==> config.mk <==
export PLATFORM = sky130hd
export DESIGN_NAME = barrel_issue_sched
export DESIGN_NICKNAME = d
export VERILOG_FILES = /design/src/rtl/bis_pkg.sv /design/src/rtl/bis_lowest.sv /design/src/rtl/bis_popcount.sv /design/src/rtl/bis_reftimer.sv /design/src/rtl/barrel_issue_sched.sv
export SDC_FILE = /design/constraint.sdc
export NUM_CORES = 1
export LEC_CHECK = 0
export BUFFER_PORTS_ARGS = -buffer_cell sky130_fd_sc_hd__buf_4
export CORE_MARGIN = 4
export CORE_UTILIZATION = 55
export CTS_CLUSTER_SIZE = 25
export DETAILED_ROUTE_END_ITERATION = 6
export GPL_TIMING_DRIVEN = 0
export PLACE_DENSITY = 0.77
export REMOVE_ABC_BUFFERS = 1
export SYNTH_ARGS = -nofsm -noshare
export SYNTH_HDL_FRONTEND = slang
export SYNTH_SLANG_ARGS = --single-unit
==> constraint.sdc <==
create_clock -name clk_i -period 2.3 [get_ports clk_i]
set_clock_uncertainty 0.2 [all_clocks]
set_input_delay 0.23 -clock clk_i [delete_from_list [all_inputs] [get_ports clk_i]]
set_output_delay 0.23 -clock clk_i [all_outputs]
set_load 0.1 [all_outputs]
==> src/rtl/bis_pkg.sv <==
package bis_pkg;
    typedef enum logic [1:0] {
        ST_IDLE  = 2'd0,
        ST_ISSUE = 2'd1,
        ST_PAD   = 2'd2
    } sched_state_e;
endpackage

==> src/rtl/bis_lowest.sv <==
module bis_lowest #(
    parameter int WIDTH = 8,
    localparam int IDX_W = (WIDTH > 1) ? $clog2(WIDTH) : 1
) (
    input  logic [WIDTH-1:0] vec_i,
    output logic [WIDTH-1:0] onehot_o,
    output logic [IDX_W-1:0] idx_o
);
    logic found;

    always_comb begin
        onehot_o = '0;
        idx_o    = '0;
        found    = 1'b0;
        for (int i = 0; i < WIDTH; i++) begin
            if (vec_i[i] && !found) begin
                onehot_o[i] = 1'b1;
                idx_o       = IDX_W'(i);
                found       = 1'b1;
            end
        end
    end
endmodule

==> src/rtl/bis_popcount.sv <==
module bis_popcount #(
    parameter int WIDTH = 8,
    localparam int CNT_W = $clog2(WIDTH + 1)
) (
    input  logic [WIDTH-1:0] vec_i,
    output logic [CNT_W-1:0] count_o
);
    always_comb begin
        count_o = '0;
        for (int i = 0; i < WIDTH; i++) begin
            count_o = count_o + CNT_W'(vec_i[i]);
        end
    end
endmodule

==> src/rtl/bis_reftimer.sv <==
module bis_reftimer #(
    parameter int TIMER_W = 32,
    parameter int DIV     = 4,
    localparam int PRE_W  = (DIV > 1) ? $clog2(DIV) : 1
) (
    input  logic               clk_i,
    input  logic               rst_ni,
    output logic [TIMER_W-1:0] timer_o
);
    logic [PRE_W-1:0]   pre_q;
    logic [TIMER_W-1:0] timer_q;
    logic               tick;

    assign tick = (pre_q == PRE_W'(DIV - 1));

    always_ff @(posedge clk_i or negedge rst_ni) begin
        if (!rst_ni) begin
            pre_q   <= '0;
            timer_q <= '0;
        end else begin
            pre_q <= tick ? '0 : pre_q + 1'b1;
            if (tick) begin
                timer_q <= timer_q + 1'b1;
            end
        end
    end

    assign timer_o = timer_q;

    // the timer steps by one right after the prescaler's last phase
    a_r5_timer_step: assert property (@(posedge clk_i) disable iff (!rst_ni)
        (pre_q == PRE_W'(DIV - 1)) |=> (timer_o == $past(timer_o) + 1'b1));

    // the timer holds in every other phase
    a_r5_timer_hold: assert property (@(posedge clk_i) disable iff (!rst_ni)
        (pre_q != PRE_W'(DIV - 1)) |=> $stable(timer_o));
endmodule

==> src/rtl/barrel_issue_sched.sv <==
module barrel_issue_sched
    import bis_pkg::*;
#(
    parameter int NUM_THREADS = 8,
    parameter int MIN_GAP     = 4,
    parameter int TIMER_W     = 32,
    localparam int IDX_W      = (NUM_THREADS > 1) ? $clog2(NUM_THREADS) : 1,
    localparam int CNT_W      = $clog2(NUM_THREADS + 1),
    localparam int PAD_W      = $clog2(MIN_GAP + 1)
) (
    input  logic                   clk_i,
    input  logic                   rst_ni,
    input  logic [NUM_THREADS-1:0] active_i,
    output logic [NUM_THREADS-1:0] grant_o,
    output logic [IDX_W-1:0]       issue_idx_o,
    output logic                   valid_o,
    output logic [TIMER_W-1:0]     timer_o
);
    sched_state_e           state_q, state_d;
    logic [NUM_THREADS-1:0] pend_q, pend_d;
    logic [NUM_THREADS-1:0] round_q, round_d;
    logic [CNT_W-1:0]       cnt_q, cnt_d;
    logic [PAD_W-1:0]       pad_q, pad_d;
    logic [NUM_THREADS-1:0] pick_oh;
    logic [IDX_W-1:0]       pick_idx;
    logic [CNT_W-1:0]       act_cnt;
    logic                   wrap;

    bis_lowest #(.WIDTH(NUM_THREADS)) u_pick (
        .vec_i    (pend_q),
        .onehot_o (pick_oh),
        .idx_o    (pick_idx)
    );

    bis_popcount #(.WIDTH(NUM_THREADS)) u_count (
        .vec_i   (active_i),
        .count_o (act_cnt)
    );

    bis_reftimer #(.TIMER_W(TIMER_W), .DIV(MIN_GAP)) u_timer (
        .clk_i   (clk_i),
        .rst_ni  (rst_ni),
        .timer_o (timer_o)
    );

    // state register
    always_ff @(posedge clk_i or negedge rst_ni) begin
        if (!rst_ni) begin
            state_q <= ST_IDLE;
            pend_q  <= '0;
            round_q <= '0;
            cnt_q   <= '0;
            pad_q   <= '0;
        end else begin
            state_q <= state_d;
            pend_q  <= pend_d;
            round_q <= round_d;
            cnt_q   <= cnt_d;
            pad_q   <= pad_d;
        end
    end

    // next state
    always_comb begin
        state_d = state_q;
        pend_d  = pend_q;
        round_d = round_q;
        cnt_d   = cnt_q;
        pad_d   = pad_q;
        wrap    = 1'b0;
        unique case (state_q)
            ST_IDLE: begin
                wrap = 1'b1;
            end
            ST_ISSUE: begin
                pend_d = pend_q & ~pick_oh;
                if (pend_d == '0) begin
                    if (cnt_q < CNT_W'(MIN_GAP)) begin
                        state_d = ST_PAD;
                        pad_d   = PAD_W'(MIN_GAP) - PAD_W'(cnt_q);
                    end else begin
                        wrap = 1'b1;
                    end
                end
            end
            ST_PAD: begin
                if (pad_q <= PAD_W'(1)) begin
                    wrap = 1'b1;
                end else begin
                    pad_d = pad_q - 1'b1;
                end
            end
            default: begin
                state_d = ST_IDLE;
            end
        endcase
        if (wrap) begin
            round_d = active_i;
            pend_d  = active_i;
            cnt_d   = act_cnt;
            pad_d   = '0;
            state_d = (active_i != '0) ? ST_ISSUE : ST_IDLE;
        end
    end

    // outputs
    always_comb begin
        valid_o     = (state_q == ST_ISSUE);
        grant_o     = valid_o ? pick_oh : '0;
        issue_idx_o = pick_idx;
    end

    // at most one grant bit, and the index points at it
    a_r9_onehot: assert property (@(posedge clk_i) disable iff (!rst_ni)
        $onehot0(grant_o));
    a_r9_idx_match: assert property (@(posedge clk_i) disable iff (!rst_ni)
        valid_o |-> grant_o[issue_idx_o]);

    // grants stay inside the mask latched at the last wrap
    a_r7_member: assert property (@(posedge clk_i) disable iff (!rst_ni)
        (grant_o & ~round_q) == '0);

    // a granted thread is not pending again until the round wraps
    a_r7_no_repeat: assert property (@(posedge clk_i) disable iff (!rst_ni)
        (valid_o && (state_d == ST_ISSUE) && !wrap) |=> ((pend_q & $past(grant_o)) == '0));

    // an empty mask seen in idle keeps the next cycle silent
    a_r8_idle_quiet: assert property (@(posedge clk_i) disable iff (!rst_ni)
        ((state_q == ST_IDLE) && (active_i == '0)) |=> (!valid_o && grant_o == '0));

    // a bubble slot carries no issue
    a_r3_pad_bubble: assert property (@(posedge clk_i) disable iff (!rst_ni)
        (state_q == ST_PAD) |-> (grant_o == '0));
endmodule

# After elaboration in Yosys (flattened, before gate mapping)
# Index checks and enable logic that the tools add are counted.
dict set report classes {
  n_addsub 11
  n_lt_le_gt_ge 2
  n_eq_ne 7
  mux 39
  bitwise 2
  n_reduce_logical 22
}
# operator n
set op_table {}
lappend op_table {{32-bit by 1-bit adder with 32-bit output (second input constant)} 1}
lappend op_table {{4-bit by 1-bit adder with 4-bit output} 6}
lappend op_table {{3-bit 2-to-1 mux} 8}
lappend op_table {{8-bit 2-to-1 mux} 3}
lappend op_table {{1-bit 2-to-1 mux} 19}
lappend op_table {{2-bit 2-to-1 mux} 6}
lappend op_table {{8-bit AND} 1}
lappend op_table {{8-bit zero test} 1}
lappend op_table {{8-bit inverter} 1}
lappend op_table {{8-bit nonzero test} 1}
lappend op_table {{1-bit logical AND} 7}
lappend op_table {{1-bit zero test} 7}
lappend op_table {{3-bit by 1-bit != test with 1-bit output (second input constant)} 2}
lappend op_table {{3-bit case mux with 2 select lines} 1}
lappend op_table {{2-bit equality test (second input constant)} 2}
lappend op_table {{4-bit by 3-bit less-than comparator with 1-bit output (second input constant)} 1}
lappend op_table {{2-bit case mux with 2 select lines} 1}
lappend op_table {{4-bit AND reduction} 1}
lappend op_table {{3-bit by 1-bit <= comparator with 1-bit output (second input constant)} 1}
lappend op_table {{3-bit != test (second input constant)} 1}
lappend op_table {{1-bit case mux with 3 select lines} 1}
lappend op_table {{3-bit AND reduction} 1}
lappend op_table {{3-bit nonzero test} 1}
lappend op_table {{3-bit by 1-bit subtractor with 3-bit output (second input constant)} 1}
lappend op_table {{other kinds (8)} 8}
dict set report word_totals {
  register_bits 51
  input_bits 10
  output_inout_bits 44
  word_cells 89
}

# Depth between registers and ports, before layout
# Gate-level depths: netlist of run 1.
dict set report logic_depth {
  depth_word 29
  depth_mapped 11
}

# Hierarchy
# A second synthesis of run 1 with hierarchy kept.
dict set report hier_totals {
  hier_cells 281
  area_unflattened_um2 2910.3
}
# mod instances cells_per_inst area_per_inst_um2
set modules_own_cells {}
lappend modules_own_cells {bis_reftimer 1 126 1527.7}
lappend modules_own_cells {barrel_issue_sched 1 116 1067.3}
lappend modules_own_cells {bis_popcount 1 18 167.7}
lappend modules_own_cells {bis_lowest 1 21 147.6}

# Worst setup path before layout of run 1
# No wires, ideal clock.
dict set report synth_timing {
  path_kind {register to output}
  startpoint {register state_q[0]}
  endpoint {output grant_o[3]}
  t_arrival_ns 3.677
  t_required_ns 1.870
  setup_slack_ns -1.807
  stages_incl_launch_ff 4
  path_buffers 1
  path_cell_list {dfrtp_1 -> clkbuf_1 -> nand2_1 -> nor4_1}
}
dict set report synth_between {
  elab_chain_cells 2
}
# element line_no
set synth_lines {}
lappend synth_lines {{start, declared} barrel_issue_sched.sv:19} ;# sched_state_e state_q, state_d;
lappend synth_lines {{start signal, assigned} barrel_issue_sched.sv:55} ;# state_q <= state_d;
lappend synth_lines {{2-bit by 1-bit equality test with 1-bit output} barrel_issue_sched.sv:108} ;# valid_o = (state_q == ST_ISSUE);
lappend synth_lines {{8-bit 2-to-1 mux} barrel_issue_sched.sv:109} ;# grant_o = valid_o ? pick_oh : '0;
lappend synth_lines {{end, declared} barrel_issue_sched.sv:14} ;# output logic [NUM_THREADS-1:0] grant_o,
# No other way between the ends.

# Worst setup path in the final report of run 1
dict set report layout_timing {
  startpoint {input active_i[1]}
  endpoint {register cnt_q[2]}
}
dict set report layout_between {
  elab_chain_cells 7
}
# element line_no
set layout_lines {}
lappend layout_lines {{start, declared} barrel_issue_sched.sv:13} ;# input logic [NUM_THREADS-1:0] active_i,
lappend layout_lines {{1-bit by 1-bit adder with 2-bit output} bis_popcount.sv:11} ;# count_o = count_o + CNT_W'(vec_i[i]);
lappend layout_lines {{4-bit by 1-bit adder with 4-bit output (6 in a row)} bis_popcount.sv:11}
lappend layout_lines {{end signal, assigned} barrel_issue_sched.sv:58} ;# cnt_q <= cnt_d;
lappend layout_lines {{end, declared} barrel_issue_sched.sv:22} ;# logic [CNT_W-1:0] cnt_q, cnt_d;
# No other way between the ends.
# A chain may end at the register's enable or synchronous reset.

==> reports/metrics.cfg, run 1 <==
[place]
dpl-instance-area_um2=3323
dpl.hpwl_um=4535
port_buffers=53
place_congestion=0.8926
post-place-ws_ps=-754.3

[power_and_ir_drop]
totalPowerFinal_mw=4.315
p_leak_nw=1.802
ir_worst_vdd_mv=1.014
combPwrFrac=0.563
swShare=0.4840
internal-power_mw=2.227
powerDensity_nw_per_um2=1127
clkPwrFrac=0.149
p_seq_frac=0.288
p_switching_mw=2.088

[finish]
final_cell_mix=58 x buf_4, 45 x dfrtp_1, 20 x inv_1, 18 x xnor2_1, 17 x nand2_1
layout_commonest_cell=buf_4
fin_util=0.7496
diodes=0
drive_gt1_frac=0.3644
nets=376
design_area_um2=3829
area_growth_pct=32.41

[worst_setup_path]
startpoint_type=input port
worst-path-buf-inv=5
cp-end-kind=flop
worstPathCellList=buf_8 > inv_4 > ha_4 > inv_2 > fa_1 > fa_1 > inv_1 > fa_2 > inv_2 > fa_2 > xnor2_1 > mux2_4
worstSetupPathType=in -> reg
slowest_stage=fa_1
crit_required_ps=2290
crit_family=adder cells
critPathArrivalTime_ps=2580
worst-path-max-fanout=2
cpPeakStageDelay_ps=490

[global_routing]
antenna_found_initial=0
grt_pass1_vias=2354
track_usage=0.2189
grt_overflow_total=0
grt_max_degree=52
grt_pass1_wl_um=11010

[clock_network]
h-tree-depth=2
numCtsBuffers=5
cts_max_path_buffers=2
cts_tree=done
cts.reportedPaths.clkPinSlew_ps=100
root_buffer=clkbuf_8
clk_latency_ps=310
cts.sinks=51

[drt]
wl_met2_um=3454
wl_met3_um=404
met1Wirelength_um=2830
wire_per_inst_um=16.22
wl_um=6879
remaining_drc_errors=0
vias=2450
routed.top_layer=met4
vias_per_cell=5.778
first_iter_violations=176
ant_nets=0
first_pass_iters=4

[synthesis]
ys.flop_type=dfrtp_1
synthCells=284
ys_warn_count=0
synth-seq-cells=51
synth_top_cell_by_area=dfrtp_1
yosysTopAreaCellShare=0.4414
syn_avg_cell_area_um2=10.18
syn_area_um2=2892
async_reset_ff_frac=1.000
synth_area_leaders=dfrtp_1 44%, xnor2_1 5.5%, xor2_1 4.8%
ys_seq_area_frac=0.4414
synth_edf_count=0
yosysUniqueCellTypes=47

[status]
status=complete, but fails checks
violations=negative setup slack

[floorplan]
die_x_um=80.51
io_pins=54
start_util=0.5661
rows=26
dieArea_um2=6481
fp.dieH_um=80.51
core-area_um2=5107

[sta]
hold_violations=0
final-setup-viol-count=6
finalCriticalPeriod_ps=2585
fin_crit_sh=1.124
maxSlewViolCount=0
tightest_slew_ps=632.6
clock.fmax_ghz=0.3869
finalSetupTns_ps=-677.4
grt_setup_unrepaired=yes
relSlewSlack=0.5782
worst_slack_ps=-284.8

[hold_path]
hold_class=in -> reg

[run]
max_cap_viol_count=0

==> final cells by class <==
class,count,area (um^2)
inverter,25,98.84
clock buffer,5,68.82
timing repair buffer,73,631.9
tap,70,87.58
clock inverter,3,46.29
fill,327,1279
multi-input combinational,197,1612
sequential,51,1284
==> cells by family (layout without fill, tap and decap cells) <==
kind of cell	Yosys count	after routing	synth area share
DFF	51	51	0.4414
xor gates and xnor gates	34	34	0.1030
buffers and inverters	36	106	0.05106
adders and majority gates	13	13	0.06664
muxes	4	4	0.01471
AOI/OAI and AO/OA	52	52	0.1268
and+or+nand+nor	94	94	0.1965
==> power groups by stage <==
stage                     combinational [mW]  sequential, mW  clock [mW]
final                                   2.43            1.24       0.642
after global routing                    2.60            1.27       0.699
after CTS                               2.18            1.21       0.647
after detailed placement                1.94            1.22           0
after global placement                  1.91            1.22           0
after floorplan                         1.54            1.17           0
==> synth_stat cells (all sizes together), types with 3 or more instances <==
library cell / number
buf: 5
o211ai: 5
nand4: 10
a211oi: 4
clkbuf: 6
xnor2: 18
ha: 9
fa: 4
and4: 4
or4: 3
or2: 3
nor4: 14
dfrtp: 51
a22o: 6
o22ai: 3
o2111ai: 3
nor2: 16
nor3: 7
inv: 25
nand2: 21
o21ai: 13
xor2: 16
nand3: 11
a21oi: 7
==> timing repair <==
action | 4_1_cts | 5_1_grt
pin swaps | 4 | 7
hold buffers | 5 | 0
setup buffers | 7 | 9
setup endpoints to repair | 27 | 31
hold endpoints to repair | 55 | 0
resized for setup | 32 | 28
==> tightest hold or removal path: cells and delay by family <==
| family | cells | cell delay (ps) |
|---|---|---|
| buf+inv | 2 | 200 |
| compound gates | 1 | 90 |
==> flip-flops by register name, indices dropped and copies added, names as in the netlist <==
register	cells
cnt_q	4
pad_q	3
pend_q	8
state_q	2
u_timer.pre_q	2
u_timer.timer_o	32
==> worst paths after layout <==
kind                                  start            endpoint  slack (ps)  cells past startpoint
setup / recovery                active_i[1]            cnt_q[2]        -280                     12
hold / removal                  active_i[4]           pend_q[4]          40                      3
setup reg to reg                  pend_q[2]            cnt_q[2]         -30                      5
hold reg to reg            u_timer.pre_q[0]    u_timer.pre_q[0]         240                      1
max in group asynchronous            rst_ni          state_q[0]        1140                      2
min in group asynchronous            rst_ni  u_timer.timer_o[4]         300                      2
==> metal layers <==
metal | GRT usage | vias up
met5 | 0 | -
met4 | 0.07770 | 0
met3 | 0.05381 | 24
met2 | 0.3634 | 96
met1 | 0.2769 | 1174
li1 | - | 1156
==> metrics by stage <==
step	std cells	hold slack [ps]
floorplan	273	-265.6
global placement	396	88.57
detailed placement	396	94.35
CTS	416	51.41
global route	424	64.93
finish	424	44.08
Note: power is estimated with default switching activity, not from simulation.
==> run 2: changes to the inputs <==
--- a/config.mk
+++ b/config.mk
@@ -8,6 +8,7 @@
 export BUFFER_PORTS_ARGS = -buffer_cell sky130_fd_sc_hd__buf_4
 export CORE_MARGIN = 4
 export CORE_UTILIZATION = 55
+export CTS_BUF_LIST = sky130_fd_sc_hd__clkbuf_16
 export CTS_CLUSTER_SIZE = 25
 export DETAILED_ROUTE_END_ITERATION = 6
 export GPL_TIMING_DRIVEN = 0
==> constraint.sdc (replaced) <==
create_clock -name clk_i -period 2.3 [get_ports clk_i]
set_clock_uncertainty 0.2 [all_clocks]
set_input_delay 0.69 -clock clk_i [delete_from_list [all_inputs] [get_ports clk_i]]
set_output_delay 0.69 -clock clk_i [all_outputs]
set_load 0.1 [all_outputs]
==> reports/metrics.cfg, run 2 (synthesized netlist as in run 1, its figures left out) <==
[status]
status=complete, but fails checks
violations=negative setup slack

[floorplan]
fp.dieH_um=80.51
io_pins=54
core-area_um2=5107
dieArea_um2=6481
die_x_um=80.51
start_util=0.5661
rows=26

[clock_network]
cts.reportedPaths.clkPinSlew_ps=70
clk_latency_ps=280
h-tree-depth=2
cts_max_path_buffers=2
numCtsBuffers=5
cts_tree=done
cts.sinks=51
root_buffer=clkbuf_16

[finish]
fin_util=0.7869
drive_gt1_frac=0.3972
area_growth_pct=38.99
largest_reg_flops=32
layout_commonest_cell=buf_4
final_cell_mix=57 x buf_4, 44 x dfrtp_1, 20 x inv_1, 18 x xnor2_1, 17 x nand2_1
diodes=0
nets=377

[place]
place_congestion=0.8926
port_buffers=53
dpl.hpwl_um=4535

[sta]
grt_setup_unrepaired=yes
worst_slack_ps=-739.3
fin_crit_sh=1.321
relSlewSlack=0.5823
finalCriticalPeriod_ps=3039
clock.fmax_ghz=0.3290
final-setup-viol-count=15
hold_violations=0
tightest_slew_ps=626.6
maxSlewViolCount=0

[power_and_ir_drop]
ir_worst_vdd_mv=1.093
powerDensity_nw_per_um2=1229
totalPowerFinal_mw=4.941
p_leak_nw=1.870

[worst_setup_path]
slowest_stage=fa_1
worst-path-max-fanout=2
crit_required_ps=2270
worstSetupPathType=in -> reg
startpoint_type=input port
r2r_end=cnt_q[2]
cp-end-kind=flop
critPathArrivalTime_ps=3010
r2r_slack_ps=-90
r2r_start=pend_q[2]
worstPathCellList=buf_8 > inv_6 > ha_4 > inv_2 > fa_1 > fa_1 > inv_1 > fa_2 > inv_2 > fa_2 > xnor2_1 > mux2_4
r2r_cells=6
cpPeakStageDelay_ps=480

[drt]
vias=2515
wl_um=7490
ant_nets=0
vias_per_cell=5.918
remaining_drc_errors=0
first_iter_violations=145
first_pass_iters=4
wire_per_inst_um=17.62

[hold_path]
hold_class=in -> async

[global_routing]
grt_pass1_wl_um=11180
antenna_found_initial=0
grt_max_degree=52
grt_overflow_total=0
grt_pass1_vias=2370
track_usage=0.2219

[run]
max_cap_viol_count=0

[run 2: cell types whose count changed in the layout (fill, tap and decap cells not counted), moves of 2 or more]
| cell | previous run | this run |
|---|---|---|
| buf_12 | 3 | 8 |
| clkbuf_16 | 0 | 5 |
| clkbuf_8 | 5 | 0 |
| dlygate4sd3_1 | 5 | 0 |
| nor2_1 | 15 | 13 |
| nor3_4 | 2 | 4 |
[run 2: how the worst max path moves through the flow]
stage / from / to / slack, ps / depth (start not counted)
after floorplan: pend_q[1] / grant_o[3] / -2180 / 2
after global routing: active_i[1] / cnt_q[2] / -780 / 12
after detailed placement: active_i[0] / cnt_q[2] / -1210 / 12
after global placement: active_i[0] / cnt_q[2] / -1150 / 12
final: active_i[1] / cnt_q[2] / -740 / 12
after CTS: active_i[1] / cnt_q[2] / -760 / 12
[run 2: cell type report]
cell class	instances	area (um^2)
multi-input combinational	197	1673
sequential	51	1285
fill	288	1089
timing repair buffer	74	700.7
clock buffer	5	125.1
inverter	25	101.3
tap	70	87.58
clock inverter	3	46.29
[run 2: routing by layer]
metal / GRT usage / up-vias / part of all wire
li1: - / 1162 / -
met1: 0.2845 / 1234 / 0.40
met2: 0.3733 / 97 / 0.51
met3: 0.03812 / 22 / 0.061
met4: 0.08446 / 0 / 0.026
met5: 0 / - / 0
[run 2: metrics by stage]
step | area [um^2] | hold slack (ps) | worst slack (ps) | cells | TNS (ps)
floorplan | 2838 | 194.4 | -2184 | 273 | -23270
global placement | 3323 | 214.4 | -1152 | 396 | -11020
detailed placement | 3323 | 235.8 | -1214 | 396 | -11230
CTS | 3786 | 243.7 | -761.4 | 417 | -6833
global route | 4019 | 273.2 | -784.9 | 425 | -6493
finish | 4019 | 220.5 | -739.3 | 425 | -5554
[run 2: timing repair]
item / in CTS / in global routing
resized for setup: 53 / 40
pin swaps: 6 / 4
hold buffers: 0 / 0
setup buffers: 13 / 8
setup endpoints to repair: 33 / 35
[run 2: report_power, final]
group          total (mW)  internal, mW  switching (mW)
combinational        2.86          1.10            1.76
clock               0.849         0.517           0.331
sequential           1.23          1.03           0.200
total                4.94          2.65            2.29
[run 2: worst max-delay path, delay by kind of cell]
kind                       cells  cell delay [ps]
buffers and inverters          5              260
xor gates and xnor gates       1              130
muxes                          1              250
adders and majority gates      5             1670
